File: config.mk
export PLATFORM = sky130hd
export DESIGN_NAME = acq_seq
export DESIGN_NICKNAME = d
export VERILOG_FILES = /design/src/rtl/acq_pkg.sv /design/src/rtl/acq_regs.sv /design/src/rtl/acq_ctrl.sv /design/src/rtl/acq_pack.sv /design/src/rtl/acq_seq.sv
export SDC_FILE = /design/constraint.sdc
export NUM_CORES = 1
export LEC_CHECK = 0
export BUFFER_PORTS_ARGS = -buffer_cell sky130_fd_sc_hd__buf_4
export CAP_MARGIN = 20
export CORE_MARGIN = 2
export CORE_UTILIZATION = 51
export CTS_CLUSTER_SIZE = 16
export DETAILED_ROUTE_END_ITERATION = 8
export GPL_ROUTABILITY_DRIVEN = 0
export HOLD_SLACK_MARGIN = 0.12
export PLACE_DENSITY_LB_ADDON = 0.15
export SLEW_MARGIN = 5
export SYNTH_ARGS = -nofsm -noshare
export SYNTH_HDL_FRONTEND = slang
export SYNTH_SLANG_ARGS = --single-unit
File: constraint.sdc
create_clock -name clk_i -period 3.5 [get_ports clk_i]
set_input_delay 0.35 -clock clk_i [delete_from_list [all_inputs] [get_ports clk_i]]
set_output_delay 0.35 -clock clk_i [all_outputs]
set_load 0.01 [all_outputs]
File: src/rtl/acq_pkg.sv
package acq_pkg;
  localparam int PAIR    = 2;
  localparam int PAIR_LG = $clog2(PAIR);

  typedef enum logic [2:0] {
    ST_IDLE, ST_ARMED, ST_DELAY, ST_CAPT, ST_DONE
  } acq_state_e;

  typedef enum logic [1:0] {
    SEL_START = 2'd0,
    SEL_LEN   = 2'd1,
    SEL_DLY   = 2'd2,
    SEL_RSVD  = 2'd3
  } reg_sel_e;
endpackage

File: src/rtl/acq_regs.sv
module acq_regs
  import acq_pkg::*;
#(
  parameter int ADDR_W = 24,
  parameter int CNT_W  = 25,
  localparam int WD_W  = (ADDR_W > CNT_W) ? ADDR_W : CNT_W
) (
  input  logic              clk_i,
  input  logic              rst_ni,
  input  logic              we_i,
  input  logic [1:0]        sel_i,
  input  logic [WD_W-1:0]   wdata_i,
  input  logic              idle_i,
  output logic [ADDR_W-1:0] start_o,
  output logic [CNT_W-1:0]  len_o,
  output logic [CNT_W-1:0]  dly_o,
  output logic              unconfig_o
);
  logic [ADDR_W-1:0] start_q;
  logic [CNT_W-1:0]  len_q, dly_q;
  logic              unconfig_q;
  logic              ld_start, ld_len, ld_dly;

  assign ld_start = we_i && idle_i && (reg_sel_e'(sel_i) == SEL_START);
  assign ld_len   = we_i && idle_i && (reg_sel_e'(sel_i) == SEL_LEN);
  assign ld_dly   = we_i && idle_i && (reg_sel_e'(sel_i) == SEL_DLY);

  // forward a same-cycle write so a concurrent arm sees it
  assign start_o = ld_start ? wdata_i[ADDR_W-1:0] : start_q;
  assign len_o   = ld_len   ? wdata_i[CNT_W-1:0]  : len_q;
  assign dly_o   = ld_dly   ? wdata_i[CNT_W-1:0]  : dly_q;
  assign unconfig_o = unconfig_q;

  always_ff @(posedge clk_i or negedge rst_ni) begin
    if (!rst_ni) begin
      start_q    <= '0;
      len_q      <= '0;
      dly_q      <= '0;
      unconfig_q <= 1'b1;
    end else begin
      if (ld_start) start_q <= wdata_i[ADDR_W-1:0];
      if (ld_len)   len_q   <= wdata_i[CNT_W-1:0];
      if (ld_dly)   dly_q   <= wdata_i[CNT_W-1:0];
      if (we_i)     unconfig_q <= 1'b0;
    end
  end
endmodule

File: src/rtl/acq_ctrl.sv
module acq_ctrl
  import acq_pkg::*;
#(
  parameter int CNT_W = 25
) (
  input  logic             clk_i,
  input  logic             rst_ni,
  input  logic             arm_i,
  input  logic             trig_i,
  input  logic             irq_clr_i,
  input  logic             smp_valid_i,
  input  logic             word_done_i,
  input  logic [CNT_W-1:0] len_i,
  input  logic [CNT_W-1:0] dly_i,
  output acq_state_e       state_o,
  output logic             go_o,
  output logic             take_o
);
  acq_state_e         st_q;
  logic [CNT_W-1:0]   words_q, dly_q;
  logic [PAIR_LG-1:0] dly_ph_q;
  logic [CNT_W:0]     len_up, dly_up;
  logic [CNT_W-1:0]   words_init, dly_init;
  acq_state_e         after_dly;

  assign len_up     = {1'b0, len_i} + (CNT_W+1)'(PAIR-1);
  assign dly_up     = {1'b0, dly_i} + (CNT_W+1)'(PAIR-1);
  assign words_init = CNT_W'(len_up >> PAIR_LG);
  assign dly_init   = CNT_W'(dly_up >> PAIR_LG);
  assign after_dly  = (words_q == '0) ? ST_DONE : ST_CAPT;

  assign state_o = st_q;
  assign go_o    = (st_q == ST_IDLE) && arm_i;
  assign take_o  = (st_q == ST_CAPT) && smp_valid_i;

  always_ff @(posedge clk_i or negedge rst_ni) begin
    if (!rst_ni) begin
      st_q     <= ST_IDLE;
      words_q  <= '0;
      dly_q    <= '0;
      dly_ph_q <= '0;
    end else begin
      unique case (st_q)
        ST_IDLE: if (arm_i) begin
          st_q     <= ST_ARMED;
          words_q  <= words_init;
          dly_q    <= dly_init;
          dly_ph_q <= '0;
        end
        ST_ARMED: if (trig_i) begin
          st_q <= (dly_q != '0) ? ST_DELAY : after_dly;
        end
        ST_DELAY: if (smp_valid_i) begin
          if (dly_ph_q == PAIR_LG'(PAIR-1)) begin
            dly_ph_q <= '0;
            if (dly_q == CNT_W'(1)) st_q <= after_dly;
            dly_q <= dly_q - 1'b1;
          end else begin
            dly_ph_q <= dly_ph_q + 1'b1;
          end
        end
        ST_CAPT: if (word_done_i) begin
          if (words_q == CNT_W'(1)) st_q <= ST_DONE;
          words_q <= words_q - 1'b1;
        end
        ST_DONE: if (irq_clr_i) st_q <= ST_IDLE;
        default: st_q <= ST_IDLE;
      endcase
    end
  end
endmodule

File: src/rtl/acq_pack.sv
module acq_pack
  import acq_pkg::*;
#(
  parameter int ADDR_W = 24,
  parameter int SMP_W  = 8,
  localparam int WORD_W = SMP_W * PAIR
) (
  input  logic              clk_i,
  input  logic              rst_ni,
  input  logic              go_i,
  input  logic [ADDR_W-1:0] start_i,
  input  logic              take_i,
  input  logic [SMP_W-1:0]  data_i,
  output logic              word_done_o,
  output logic              mem_we_o,
  output logic [ADDR_W-1:0] mem_addr_o,
  output logic [WORD_W-1:0] mem_wdata_o
);
  logic [PAIR_LG-1:0] idx_q;
  logic [SMP_W-1:0]   lane_q [PAIR-1];
  logic [WORD_W-1:0]  word;
  logic [ADDR_W-1:0]  addr_q;
  logic               last;

  assign last        = (idx_q == PAIR_LG'(PAIR-1));
  assign word_done_o = take_i && last;

  // earliest sample lands in the lowest lane
  for (genvar g = 0; g < PAIR; g++) begin : g_lane
    if (g == PAIR-1) begin : g_top
      assign word[g*SMP_W +: SMP_W] = data_i;
    end else begin : g_held
      assign word[g*SMP_W +: SMP_W] = lane_q[g];
      always_ff @(posedge clk_i or negedge rst_ni) begin
        if (!rst_ni)                                       lane_q[g] <= '0;
        else if (take_i && (idx_q == PAIR_LG'(g)))         lane_q[g] <= data_i;
      end
    end
  end

  always_ff @(posedge clk_i or negedge rst_ni) begin
    if (!rst_ni) begin
      idx_q       <= '0;
      addr_q      <= '0;
      mem_we_o    <= 1'b0;
      mem_addr_o  <= '0;
      mem_wdata_o <= '0;
    end else begin
      mem_we_o <= word_done_o;
      if (go_i) begin
        idx_q  <= '0;
        addr_q <= start_i;
      end else if (take_i) begin
        idx_q <= last ? '0 : idx_q + 1'b1;
        if (last) begin
          addr_q      <= addr_q + 1'b1;
          mem_addr_o  <= addr_q;
          mem_wdata_o <= word;
        end
      end
    end
  end
endmodule

File: src/rtl/acq_seq.sv
module acq_seq
  import acq_pkg::*;
#(
  parameter int ADDR_W = 24,
  parameter int CNT_W  = 25,
  parameter int SMP_W  = 8,
  localparam int WD_W   = (ADDR_W > CNT_W) ? ADDR_W : CNT_W,
  localparam int WORD_W = SMP_W * PAIR
) (
  input  logic              clk_i,
  input  logic              rst_ni,
  input  logic              reg_we_i,
  input  logic [1:0]        reg_sel_i,
  input  logic [WD_W-1:0]   reg_wdata_i,
  input  logic              arm_i,
  input  logic              trig_i,
  input  logic              irq_clr_i,
  input  logic              smp_valid_i,
  input  logic [SMP_W-1:0]  smp_data_i,
  output logic              mem_we_o,
  output logic [ADDR_W-1:0] mem_addr_o,
  output logic [WORD_W-1:0] mem_wdata_o,
  output logic              busy_o,
  output logic              host_mem_en_o,
  output logic              unconfig_o,
  output logic              irq_o
);
  acq_state_e        state;
  logic              idle, go, take, word_done;
  logic [ADDR_W-1:0] start;
  logic [CNT_W-1:0]  len, dly;

  assign idle          = (state == ST_IDLE);
  assign busy_o        = !idle;
  assign host_mem_en_o = idle;
  assign irq_o         = (state == ST_DONE);

  acq_regs #(.ADDR_W(ADDR_W), .CNT_W(CNT_W)) u_regs (
    .clk_i, .rst_ni, .we_i(reg_we_i), .sel_i(reg_sel_i), .wdata_i(reg_wdata_i),
    .idle_i(idle), .start_o(start), .len_o(len), .dly_o(dly), .unconfig_o(unconfig_o)
  );

  acq_ctrl #(.CNT_W(CNT_W)) u_ctrl (
    .clk_i, .rst_ni, .arm_i, .trig_i, .irq_clr_i, .smp_valid_i,
    .word_done_i(word_done), .len_i(len), .dly_i(dly),
    .state_o(state), .go_o(go), .take_o(take)
  );

  acq_pack #(.ADDR_W(ADDR_W), .SMP_W(SMP_W)) u_pack (
    .clk_i, .rst_ni, .go_i(go), .start_i(start), .take_i(take), .data_i(smp_data_i),
    .word_done_o(word_done), .mem_we_o(mem_we_o), .mem_addr_o(mem_addr_o),
    .mem_wdata_o(mem_wdata_o)
  );
endmodule

## Word-level counts from Yosys, hierarchy flattened

Cells that the tools add are included.

- Bits in writable memories: 0
- Register bits after elaboration: 203
- Memory bits (read-only): 0
- Output and inout port bits: 45
- Bits of input ports: 42
- Latch bits: 0
- Memories kept: 0

- Div/mod/pow operators: 0
- Multipliers: 0
- Reduce and logical (&&, ||, !) cells: 23
- Bitwise logic cells: 2
- $lt $le $gt $ge: 0
- Equality and inequality tests: 16
- Multiplexer cells: 31
- Shift-type cells: 0
- $add $sub $neg: 7

Operators with widths:

| operator | number |
|---|---|
| 25-bit 2-to-1 mux | 7 |
| 25-bit case mux with 2 select lines | 2 |
| 24-bit 2-to-1 mux | 4 |
| 25-bit by 1-bit adder with 26-bit output, second input constant | 2 |
| 25-bit by 1-bit == test with 1-bit output, second input constant | 2 |
| 25-bit by 1-bit subtractor with 25-bit output, second input constant | 2 |
| 3-bit 2-to-1 mux | 10 |
| 25-bit logical NOT | 1 |
| 25-bit nonzero test | 1 |
| 24-bit by 1-bit adder with 24-bit output, second input constant | 1 |
| 3-bit case mux with 5 select lines | 1 |
| 2-bit inequality test, second input constant | 5 |
| 3-bit AND reduction | 3 |
| 1-bit logical AND | 8 |
| 8-bit AND reduction | 1 |
| 2-bit nonzero test | 4 |
| 3-bit by 2-bit == test with 1-bit output, second input constant | 2 |
| 1-bit 2-to-1 mux | 6 |
| 2-bit by 1-bit inequality test with 1-bit output, second input constant | 3 |
| 4-bit AND reduction | 1 |
| 3-bit by 1-bit == test with 1-bit output, second input constant | 1 |
| 3-bit == test, second input constant | 1 |
| 3-bit logical NOT | 1 |
| 1-bit adder, second input constant | 2 |
| other kinds (7) | 8 |

## Longest topological paths before layout

Gate-level depths: netlist of run 1.

- Depth after elaboration: 7
- Mapped depth: 14

## Hierarchy

From an unflattened synthesis of run 1, not the netlist that was laid out.

- Cells, all modules: 1004
- Area total of the unflattened synthesis: 10483.8 µm²

By module, submodules not included:

| module | area each (µm²) | cells each | instances |
|---|---|---|---|
| acq_ctrl | 4424.2 | 570 | 1 |
| acq_pack | 3216.8 | 271 | 1 |
| acq_regs | 2824.0 | 160 | 1 |
| acq_seq | 18.8 | 3 | 1 |

## Worst setup path before layout of run 1

Ideal clock, no wire load.

- Path type: register -> register
- From: register u_ctrl.st_q[1] (netlist: u_ctrl.state_o[1])
- To: register u_ctrl.words_q[21]
- Data arrival time: 2885 ps
- Cell stages (with the launch flop): 15
- Path slack: 537 ps
- Data required time: 3423 ps
- Library setup time: 77 ps
- Cell sequence: dfrtp_1 > buf_6 > or4b_4 > nor2_1 > buf_2 > buf_2 > nand2_1 > nand2_1 > ha_1 > clkbuf_1 > inv_1 > nor4_1 > o221ai_1 > xor2_1 > a21oi_1

- Word-level cells in the longest chain between the ends: 7
- Elaborated cells on any way between the ends: 14
- Those cells by class: add/sub (1); eq/ne (3); mux (3); reduce/logical (7)

Ends and longest elaborated chain:

| item | line | source |
|---|---|---|
| from (decl) | acq_ctrl.sv:19 | `acq_state_e st_q;` |
| from (signal assigned) | acq_ctrl.sv:51 | `st_q <= (dly_q != '0) ? ST_DELAY : after_dly;` |
| from (signal assigned) | acq_ctrl.sv:56 | `if (dly_q == CNT_W'(1)) st_q <= after_dly;` |
| 3-bit logical NOT | acq_seq.sv:33 | `assign idle = (state == ST_IDLE);` |
| 1-bit logical AND (2 in series) | acq_regs.sv:25 | `assign ld_len = we_i && idle_i && (reg_sel_e'(sel_i) == SEL_LEN);` |
| 25-bit 2-to-1 mux | acq_regs.sv:30 | `assign len_o = ld_len ? wdata_i[CNT_W-1:0] : len_q;` |
| named net len[0] | acq_seq.sv:31 | `logic [CNT_W-1:0] len, dly;` |
| 25-bit by 1-bit adder with 26-bit output | acq_ctrl.sv:26 | `assign len_up = {1'b0, len_i} + (CNT_W+1)'(PAIR-1);` |
| 25-bit 2-to-1 mux | acq_ctrl.sv:44 | `ST_IDLE: if (arm_i) begin` |
| 25-bit case mux with 2 select lines | acq_ctrl.sv:43 | `unique case (st_q)` |
| to (signal assigned) | acq_ctrl.sv:46 | `words_q <= words_init;` |
| to (signal assigned) | acq_ctrl.sv:64 | `words_q <= words_q - 1'b1;` |
| to (decl) | acq_ctrl.sv:20 | `logic [CNT_W-1:0] words_q, dly_q;` |

The timed path passes the listed nets, and every way through them passes these cells. The select of a mux whose other input is x is not followed.
A chain may end at the register's enable or synchronous reset.

## Final worst setup path of run 1

- From: input port reg_we_i
- To: register u_ctrl.words_q[21]

- Word-level cells in the longest chain between the ends: 6

Ends and longest elaborated chain:

| item | line | source |
|---|---|---|
| from (decl) | acq_seq.sv:12 | `input logic reg_we_i,` |
| 1-bit logical AND (2 in series) | acq_regs.sv:25 |  |
| 25-bit 2-to-1 mux | acq_regs.sv:30 |  |
| named net len[0] | acq_seq.sv:31 |  |
| 25-bit by 1-bit adder with 26-bit output | acq_ctrl.sv:26 |  |
| 25-bit 2-to-1 mux | acq_ctrl.sv:44 |  |
| 25-bit case mux with 2 select lines | acq_ctrl.sv:43 |  |

The timed path passes the listed nets, and every way through them passes these cells. The select of a mux whose other input is x is not followed.

==> results of run 1 <==
-- metal layers --
metal / GRT usage [%] / routed length [um] / vias up / part of all wire (%)
met5: 0 / 0 / - / 0
met2: 43.2 / 14300 / 382 / 46
met4: 9.67 / 950 / 0 / 3.0
met1: 39.1 / 13600 / 4728 / 43
li1: - / - / 4588 / -
met3: 5.15 / 2400 / 72 / 7.7
-- how the worst max path moves through the flow --
stage,slack (ps),to,startpoint,cells after the start
global placement,640,u_ctrl.words_q[21],reg_we_i,11
global route,220,u_ctrl.words_q[21],reg_we_i,12
floorplan,540,u_ctrl.words_q[21],u_ctrl.state_o[1],14
detailed placement,540,u_ctrl.words_q[21],reg_we_i,11
CTS,480,u_ctrl.words_q[21],reg_we_i,12
finish,420,u_ctrl.words_q[21],reg_we_i,12
-- power by group through the flow --
stage / sequential, mW / clock (mW) / combinational (mW)
finish: 3.87 / 2.67 / 2.29
detailed placement: 3.86 / 0 / 2.26
floorplan: 3.75 / 0 / 1.47
global placement: 3.85 / 0 / 2.21
CTS: 3.84 / 2.70 / 2.29
global route: 3.98 / 2.80 / 2.57
-- registers in the layout, indices dropped and copies added (netlist names) --
| name | cells |
|---|---|
| u_pack.lane_q | 8 |
| u_ctrl.dly_q | 25 |
| u_ctrl.words_q | 25 |
| u_regs.len_q | 25 |
| u_ctrl.state_o | 3 |
| u_pack.idx_q | 1 |
| u_pack.addr_q | 24 |
| u_pack.mem_addr_o | 24 |
| u_ctrl.dly_ph_q | 1 |
| u_regs.dly_q | 25 |
| u_pack.mem_wdata_o | 16 |
| u_regs.unconfig_o | 1 |
| u_pack.mem_we_o | 1 |
| u_regs.start_q | 24 |
-- cell usage in the layout (no fill, tap or decap), drive strengths merged, types with 8 or more instances in the layout --
| cell type | netlist | layout |
|---|---|---|
| nand2 | 311 | 311 |
| dfrtp | 202 | 202 |
| buf | 27 | 111 |
| o21ai | 81 | 81 |
| nor2 | 63 | 63 |
| mux2 | 47 | 47 |
| nand3 | 46 | 46 |
| a21oi | 43 | 43 |
| nand4 | 33 | 33 |
| clkbuf | 35 | 33 |
| nor3 | 30 | 30 |
| nor4 | 26 | 26 |
| xnor2 | 25 | 25 |
| inv | 25 | 25 |
| xor2 | 20 | 20 |
| mux2i | 19 | 19 |
| a31oi | 18 | 18 |
| and4 | 15 | 15 |
| and3 | 15 | 15 |
| dlygate4sd3 | 0 | 12 |
| and2 | 10 | 10 |
| o211ai | 9 | 9 |
| o221ai | 9 | 9 |
| or3 | 8 | 8 |
| a221o | 8 | 8 |
| ha | 8 | 8 |
-- worst min-delay path: stages --
cell                      delay (ps)
sky130_fd_sc_hd__buf_4           120
sky130_fd_sc_hd__nand2_1          50
sky130_fd_sc_hd__nand2_1          80
-- layout make-up --
class / instances / area (um2)
clock inverters: 8 / 170
inverters: 25 / 93.8
clock buffers: 32 / 659
well taps: 275 / 344
repair buffers: 124 / 980
multi-input cells: 946 / 5630
flip-flops and latches: 203 / 5080
fillers: 1838 / 8200
-- stage by stage --
stage / hold slack [ps] / area (um2)
2_1_floorplan: 54.4 / 11100
3_3_place_gp: 315 / 12000
3_5_place_dp: 317 / 12000
4_1_cts: 124 / 13000
5_1_grt: 142 / 13000
6_report: 146 / 13000
-- logic make-up after synthesis --
group / after synthesis / share of synthesized area, %
compound gates: 229 / 13.6
xor+xnor: 45 / 3.56
fa+ha+maj: 8 / 0.903
buf+inv: 87 / 3.48
flops: 203 / 45.8
mux: 66 / 6.73
simple gates: 598 / 25.9
-- timing repair --
action,in CTS,in global routing
hold endpoints to repair,63,0
hold buffers,12,0
buffers inserted,0,0
==> summary.md, run 1 <==
| Metric | Value |
|---|---|
| Min-delay worst type | input port to flip-flop |
| Power spent charging and discharging nets | 2.97 mW |
| Total count of max-transition violations in the final report | 0 |
| Shortest clock period the worst path allows after layout | 3080 ps |
| Routed vias | 9770 |
| Mapped Area | 11100 um2 |
| Pin count of the biggest net entering global routing | 113 |
| CP Buf/Inv Count | 3 |
| Via count of the first global-routing pass | 9496 |
| Ranking of synthesized cells by instance count | 309 x sky130_fd_sc_hd__nand2_1, 202 x sky130_fd_sc_hd__dfrtp_1, 73 x sky130_fd_sc_hd__o21ai_0, 61 x sky130_fd_sc_hd__nor2_1, 46 x sky130_fd_sc_hd__nand3_1 |
| I/O Pins | 87 |
| Ratio of total power to cell area | 681 nW/um2 |
| Number of synthesized flops with an enable pin | 0 |
| Yosys warnings | 0 |
| Crit path largest cell delay | 530 ps |
| Highest Clock Rate | 0.325 GHz |
| Arrival time worst endpoint | 3500 ps |
| Number of standard-cell rows in the floorplan | 53 |
| Ratio of cells with drive above 1 in the final layout | 17.0% |
| Via density | 6.06 |
| Initial standard-cell utilization of the core | 52.4% |
| Setup Crit Path Kind | input port to flip-flop |
| Placement-stage worst setup slack | 540 ps |
| Async set or reset register ratio after synthesis | 100% |
| Clock Tree Buf Depth | 3 |
| Antenna diodes | 0 |
| Setup TNS | 0 ps |
| Register bit total from synthesis | 203 |
| Final cell utilization of the core | 61.2% |
| DIE AREA | 22900 um2 |
| Routed length per placed instance | 19.4 um |
| Largest cells by area after synthesis | sky130_fd_sc_hd__dfrtp_1 46%, sky130_fd_sc_hd__nand2_1 10%, sky130_fd_sc_hd__mux2_2 4.1%, sky130_fd_sc_hd__o21ai_0 3.3%, sky130_fd_sc_hd__nand3_1 2.1% |
| Setup repair after global routing missed its margin | no |
| Gates resized, CTS repair | 0 |
| Power, Total | 8.82 mW |
| Portion of synthesized cell area occupied by the leading cell type | 45.6% |
| Final HPWL DP | 21900 um |
| Clock sink count | 203 |
| Worst VDD drop | 0.000419 V |
| Synthesized area divided by synthesized cell count | 8.97 um2 |
| Critical-path cell with the highest stage delay | sky130_fd_sc_hd__dlygate4sd3_1 |
| Final setup fails | 0 |
| Clock slew at the register clock pins of the worst setup and hold paths | 60 ps |
| Post-synth top area cell | sky130_fd_sc_hd__dfrtp_1 |
| Number of nets with antenna violations after routing | 0 |
| DP Cell Count | 1561 |
| Clock insertion delay at the later pin of the skew report | 510 ps |
| Post-route fraction of the period consumed by the critical path | 87.9% |
| Required time at the worst-slack endpoint | 3930 ps |
| Leakage dissipation | 5.96 nW |
| Launch point of the worst hold path | reg_wdata_i[5] |
| Reg-to-reg slack, setup | 480 ps |
| Largest driver fanout on the critical path | 10 |
| Inserted Clock Buffers | 23 |
| Remaining routing DRC violations | 0 |
| Port-buffer cells | 86 |
| Status | finished, final reports clean |
| Reg power frac | 43.8% |
| Wire length of the first global-routing pass | 50200 um |
| Number of antenna violations at the first check in global routing | 0 |
| Core area | 21200 um2 |
| Kind of start point of the critical path | input port |
| Element type at the critical path end | flip-flop |
| Number of DRC violations after detailed-routing iteration 0 | 662 |
| Min setup slack post-route | 425 ps |
| Most used cell, CP | sky130_fd_sc_hd__nand2_1 |
| Sequential area share after synthesis | 45.8% |
| H-tree levels | 1 |
| Layout Skew | 10.6 ps |
| Hold EP | u_regs.len_q[5] |
| Final Net Count | 1373 |
| Clk pwr share | 30.2% |
| Mapped Nets | 1286 |
| CTS tree | yes |
| Horizontal die dimension | 151 um |
| Internal Power | 5.85 mW |
| Final Hold Viols | 0 |
| Gate count after technology mapping | 1236 |
| Worst slew slack as a fraction of its limit | 43.8% |
| Master cell of the clock root buffer | sky130_fd_sc_hd__clkbuf_16 |
| DR pass1 iterations | 5 |
| Slew of the pin with the lowest slew margin | 841 ps |
| Fraction of power spent switching nets | 33.7% |
| Post-synthesis cell type count | 82 |
| Number of maximum-capacitance violations | 0 |
| CP cell instances | dlygate4sd3_1 > buf_4 > or4b_4 > nor2_2 > nand2_1 > nand2_1 > ha_1 > inv_1 > nor4_1 > o221ai_1 > xor2_1 > a21oi_1 |
| Global route overflow | 0 |
| Y dimension of the die | 151 um |
| Synthesis-to-layout area growth | 16.9% |
| Most used standard cell by instance count after synthesis | sky130_fd_sc_hd__nand2_1 |
| Number of cells on the worst reg-to-reg path | 10 |
| Family with the most delay on the worst path | simple AND/OR/NAND/NOR gates |
| Worst Hold Depth | 3 |
| R2R Path Start | u_ctrl.state_o[2] |
| Post-detailed-routing wire length | 31300 um |
| Global-route usage over all layers | 27.8% |
| R2R Path End | u_ctrl.words_q[21] |
| Final cell count without fillers | 1613 |
| Combinational Power Share | 26.0% |
| Most common flop cell mapped by yosys | sky130_fd_sc_hd__dfrtp_1 |
(Power assumes the default switching activity.)
==> inputs of run 2 (changes only) <==
clock period = 3.02 ns   (was 3.5 ns; I/O delays follow)
==> summary.md, run 2 (same netlist as run 1, synthesis figures left out) <==
| Metric | Value |
|---|---|
| Final Net Count | 1404 (+2.3%) |
| Worst VDD drop | 0.000476 V (+14%) |
| Wire length of the first global-routing pass | 50800 um (+1.2%) |
| Leading cell types in the layout, fill and taps excluded | 308 x sky130_fd_sc_hd__nand2_1, 202 x sky130_fd_sc_hd__dfrtp_1, 118 x sky130_fd_sc_hd__buf_4 |
| DP Cell Count | 1571 (+0.64%) |
| Power spent charging and discharging nets | 3.49 mW (+17%) |
| Element type at the critical path end | flip-flop |
| DIE AREA | 22900 um2 (unchanged) |
| Master cell of the clock root buffer | sky130_fd_sc_hd__clkbuf_16 |
| I/O Pins | 87 (unchanged) |
| Core area | 21200 um2 (unchanged) |
| Fraction of power spent switching nets | 34.3% (+0.63 points) |
| Required time at the worst-slack endpoint | 3460 ps (-470 ps) |
| Layout Skew | 10.3 ps (-0.310 ps) |
| Routed length per placed instance | 19.3 um (-0.66%) |
| Largest driver fanout on the critical path | 10 (unchanged) |
| Final setup fails | 0 (unchanged) |
| Via count of the first global-routing pass | 9458 (-0.40%) |
| Combinational Power Share | 26.6% (+0.6 points) |
| Via density | 6.04 (-0.23%) |
| Post-route fraction of the period consumed by the critical path | 90.8% |
| Clock Tree Buf Depth | 3 (unchanged) |
| Launch point of the worst hold path | reg_wdata_i[2] |
| Most common library cell in the layout ignoring fill and taps | sky130_fd_sc_hd__nand2_1 |
| Setup TNS | 0 ps (unchanged) |
| Shortest clock period the worst path allows after layout | 2740 ps |
| Number of DRC violations after detailed-routing iteration 0 | 846 (+28%) |
| Hold EP | u_regs.start_q[2] |
| H-tree levels | 1 (unchanged) |
| Synthesis-to-layout area growth | 19.3% |
| Reg-to-reg slack, setup | 290 ps (-190 ps) |
| Number of nets with antenna violations after routing | 0 (unchanged) |
| Number of maximum-capacitance violations | 0 (unchanged) |
| Internal Power | 6.67 mW (+14%) |
| Post-detailed-routing wire length | 31700 um (+1.3%) |
| Number of buffers added for setup after CTS | 0 (unchanged) |
| Port-buffer cells | 86 (unchanged) |
| Min-delay worst type | input port to flip-flop |
| CTS tree | yes |
| Antenna diodes | 0 (unchanged) |
| Highest Clock Rate | 0.365 GHz |
| Arrival time worst endpoint | 3180 ps (-320 ps) |
| R2R Path End | u_ctrl.words_q[21] |
| Global-route usage over all layers | 28.2% (+0.43 points) |
| Slew of the pin with the lowest slew margin | 860 ps (+19.0 ps) |
| Clock slew at the register clock pins of the worst setup and hold paths | 60 ps (about the same) |
| Remaining routing DRC violations | 0 (unchanged) |
| Clock sink count | 203 (unchanged) |
| Status | finished, final reports clean |
| Final HPWL DP | 22200 um (+1.2%) |
| Y dimension of the die | 151 um (unchanged) |
| Setup Crit Path Kind | input port to flip-flop |
| Final cell count without fillers | 1645 (+2.0%) |
| Reg power frac | 44.2% (+0.4 points) |
| Placement-stage worst setup slack | 235 ps (-304 ps) |
| Final cell utilization of the core | 62.5% (+1.3 points) |
| Horizontal die dimension | 151 um (unchanged) |
| R2R Path Start | u_ctrl.state_o[2] |
| Worst slew slack as a fraction of its limit | 42.7% (-1.1 points) |
| Inserted Clock Buffers | 24 (+4.3%) |
| Clk pwr share | 29.2% (-1.0 points) |
| Number of cells on the worst reg-to-reg path | 10 (unchanged) |
| Number of antenna violations at the first check in global routing | 0 (unchanged) |
| Worst Hold Depth | 2 (-1) |
| Leakage dissipation | 6.10 nW (+2.3%) |
| Setup repair after global routing missed its margin | no |
| Final Hold Viols | 0 (unchanged) |
| Number of standard-cell rows in the floorplan | 53 (unchanged) |
| Clock insertion delay at the later pin of the skew report | 520 ps (about the same) |
| Total count of max-transition violations in the final report | 0 (unchanged) |
| Initial standard-cell utilization of the core | 52.4% (unchanged) |
| Global route overflow | 0 (unchanged) |
| Min setup slack post-route | 277 ps (-148 ps) |
| Routed vias | 9941 (+1.8%) |
| Pin count of the biggest net entering global routing | 80 (-29%) |
| DR pass1 iterations | 6 (+1) |
| Ratio of cells with drive above 1 in the final layout | 17.6% (+0.63 points) |
| Kind of start point of the critical path | input port |
| Ratio of total power to cell area | 768 nW/um2 (+13%) |
run 2: cell count changes in the layout (fill, tap and decap cells not counted), moves of 2 or more:
cell,before,now
sky130_fd_sc_hd__clkinv_2,1,5
sky130_fd_sc_hd__clkinvlp_4,2,0
sky130_fd_sc_hd__buf_4,110,118
sky130_fd_sc_hd__dlygate4sd3_1,12,32
sky130_fd_sc_hd__clkbuf_16,23,25
sky130_fd_sc_hd__bufinv_16,5,2
run 2: worst max-delay path by stage:
| stage | start | endpoint | slack [ps] | cells after the start |
|---|---|---|---|---|
| 6_report | reg_we_i | u_ctrl.words_q[21] | 280 | 12 |
| 5_1_grt | reg_we_i | u_ctrl.words_q[21] | 60 | 12 |
| 4_1_cts | u_ctrl.state_o[2] | u_ctrl.words_q[21] | 200 | 10 |
| 3_5_place_dp | u_ctrl.state_o[2] | u_ctrl.words_q[21] | 240 | 10 |
| 3_3_place_gp | u_ctrl.state_o[2] | u_ctrl.words_q[21] | 330 | 10 |
| 2_1_floorplan | u_ctrl.state_o[1] | u_ctrl.words_q[21] | 60 | 14 |
run 2: layout make-up:
cell class | count | area, um2
fill | 1837 | 7930
multi-input combinational | 946 | 5630
sequential | 203 | 5080
timing repair buffer | 154 | 1270
clock buffer | 33 | 706
tap | 275 | 344
clock inverter | 9 | 103
inverter | 25 | 93.8
run 2: timing repair:
item / 4_1_cts / 5_1_grt
gates resized for setup: 0 / 1
hold buffers: 32 / 0
setup endpoints to repair: 0 / 1
hold endpoints to repair: 133 / 0
run 2: routing by layer:
| layer | vias to the layer above | part of all wire (%) | wire, um | track usage [%] |
|---|---|---|---|---|
| li1 | 4657 | - | - | - |
| met2 | 385 | 46 | 14600 | 44.2 |
| met1 | 4837 | 44 | 13900 | 40.9 |
| met3 | 62 | 7.5 | 2380 | 4.49 |
| met4 | 0 | 2.5 | 780 | 7.34 |
| met5 | - | 0 | 0 | 0 |
run 2: through the flow:
stage	hold WS, ps	area (um2)	power [mW]
2_1_floorplan	6.41	11100	6.06
3_3_place_gp	394	12100	7.04
3_5_place_dp	387	12100	7.14
4_1_cts	128	13200	10.2
5_1_grt	133	13200	10.8
6_report	143	13200	10.2
run 2: power groups by stage:
stage | logic (mW) | registers, mW | clock network [mW]
after floorplan | 1.71 | 4.35 | 0
after global placement | 2.57 | 4.47 | 0
after detailed placement | 2.65 | 4.49 | 0
after CTS | 2.70 | 4.46 | 3.01
after global routing | 3.01 | 4.63 | 3.13
final | 2.70 | 4.49 | 2.96
run 2: worst max-delay path: stages:
cell and delay [ps]:
sky130_fd_sc_hd__dlygate4sd3_1 540, sky130_fd_sc_hd__buf_4 130, sky130_fd_sc_hd__or4b_4 500, sky130_fd_sc_hd__nor2_2 220, sky130_fd_sc_hd__nand2_1 90, sky130_fd_sc_hd__nand2_1 90, sky130_fd_sc_hd__ha_2 300, sky130_fd_sc_hd__inv_1 120
sky130_fd_sc_hd__nor4_1 370, sky130_fd_sc_hd__o221ai_1 200, sky130_fd_sc_hd__xor2_1 170, sky130_fd_sc_hd__a21oi_1 150
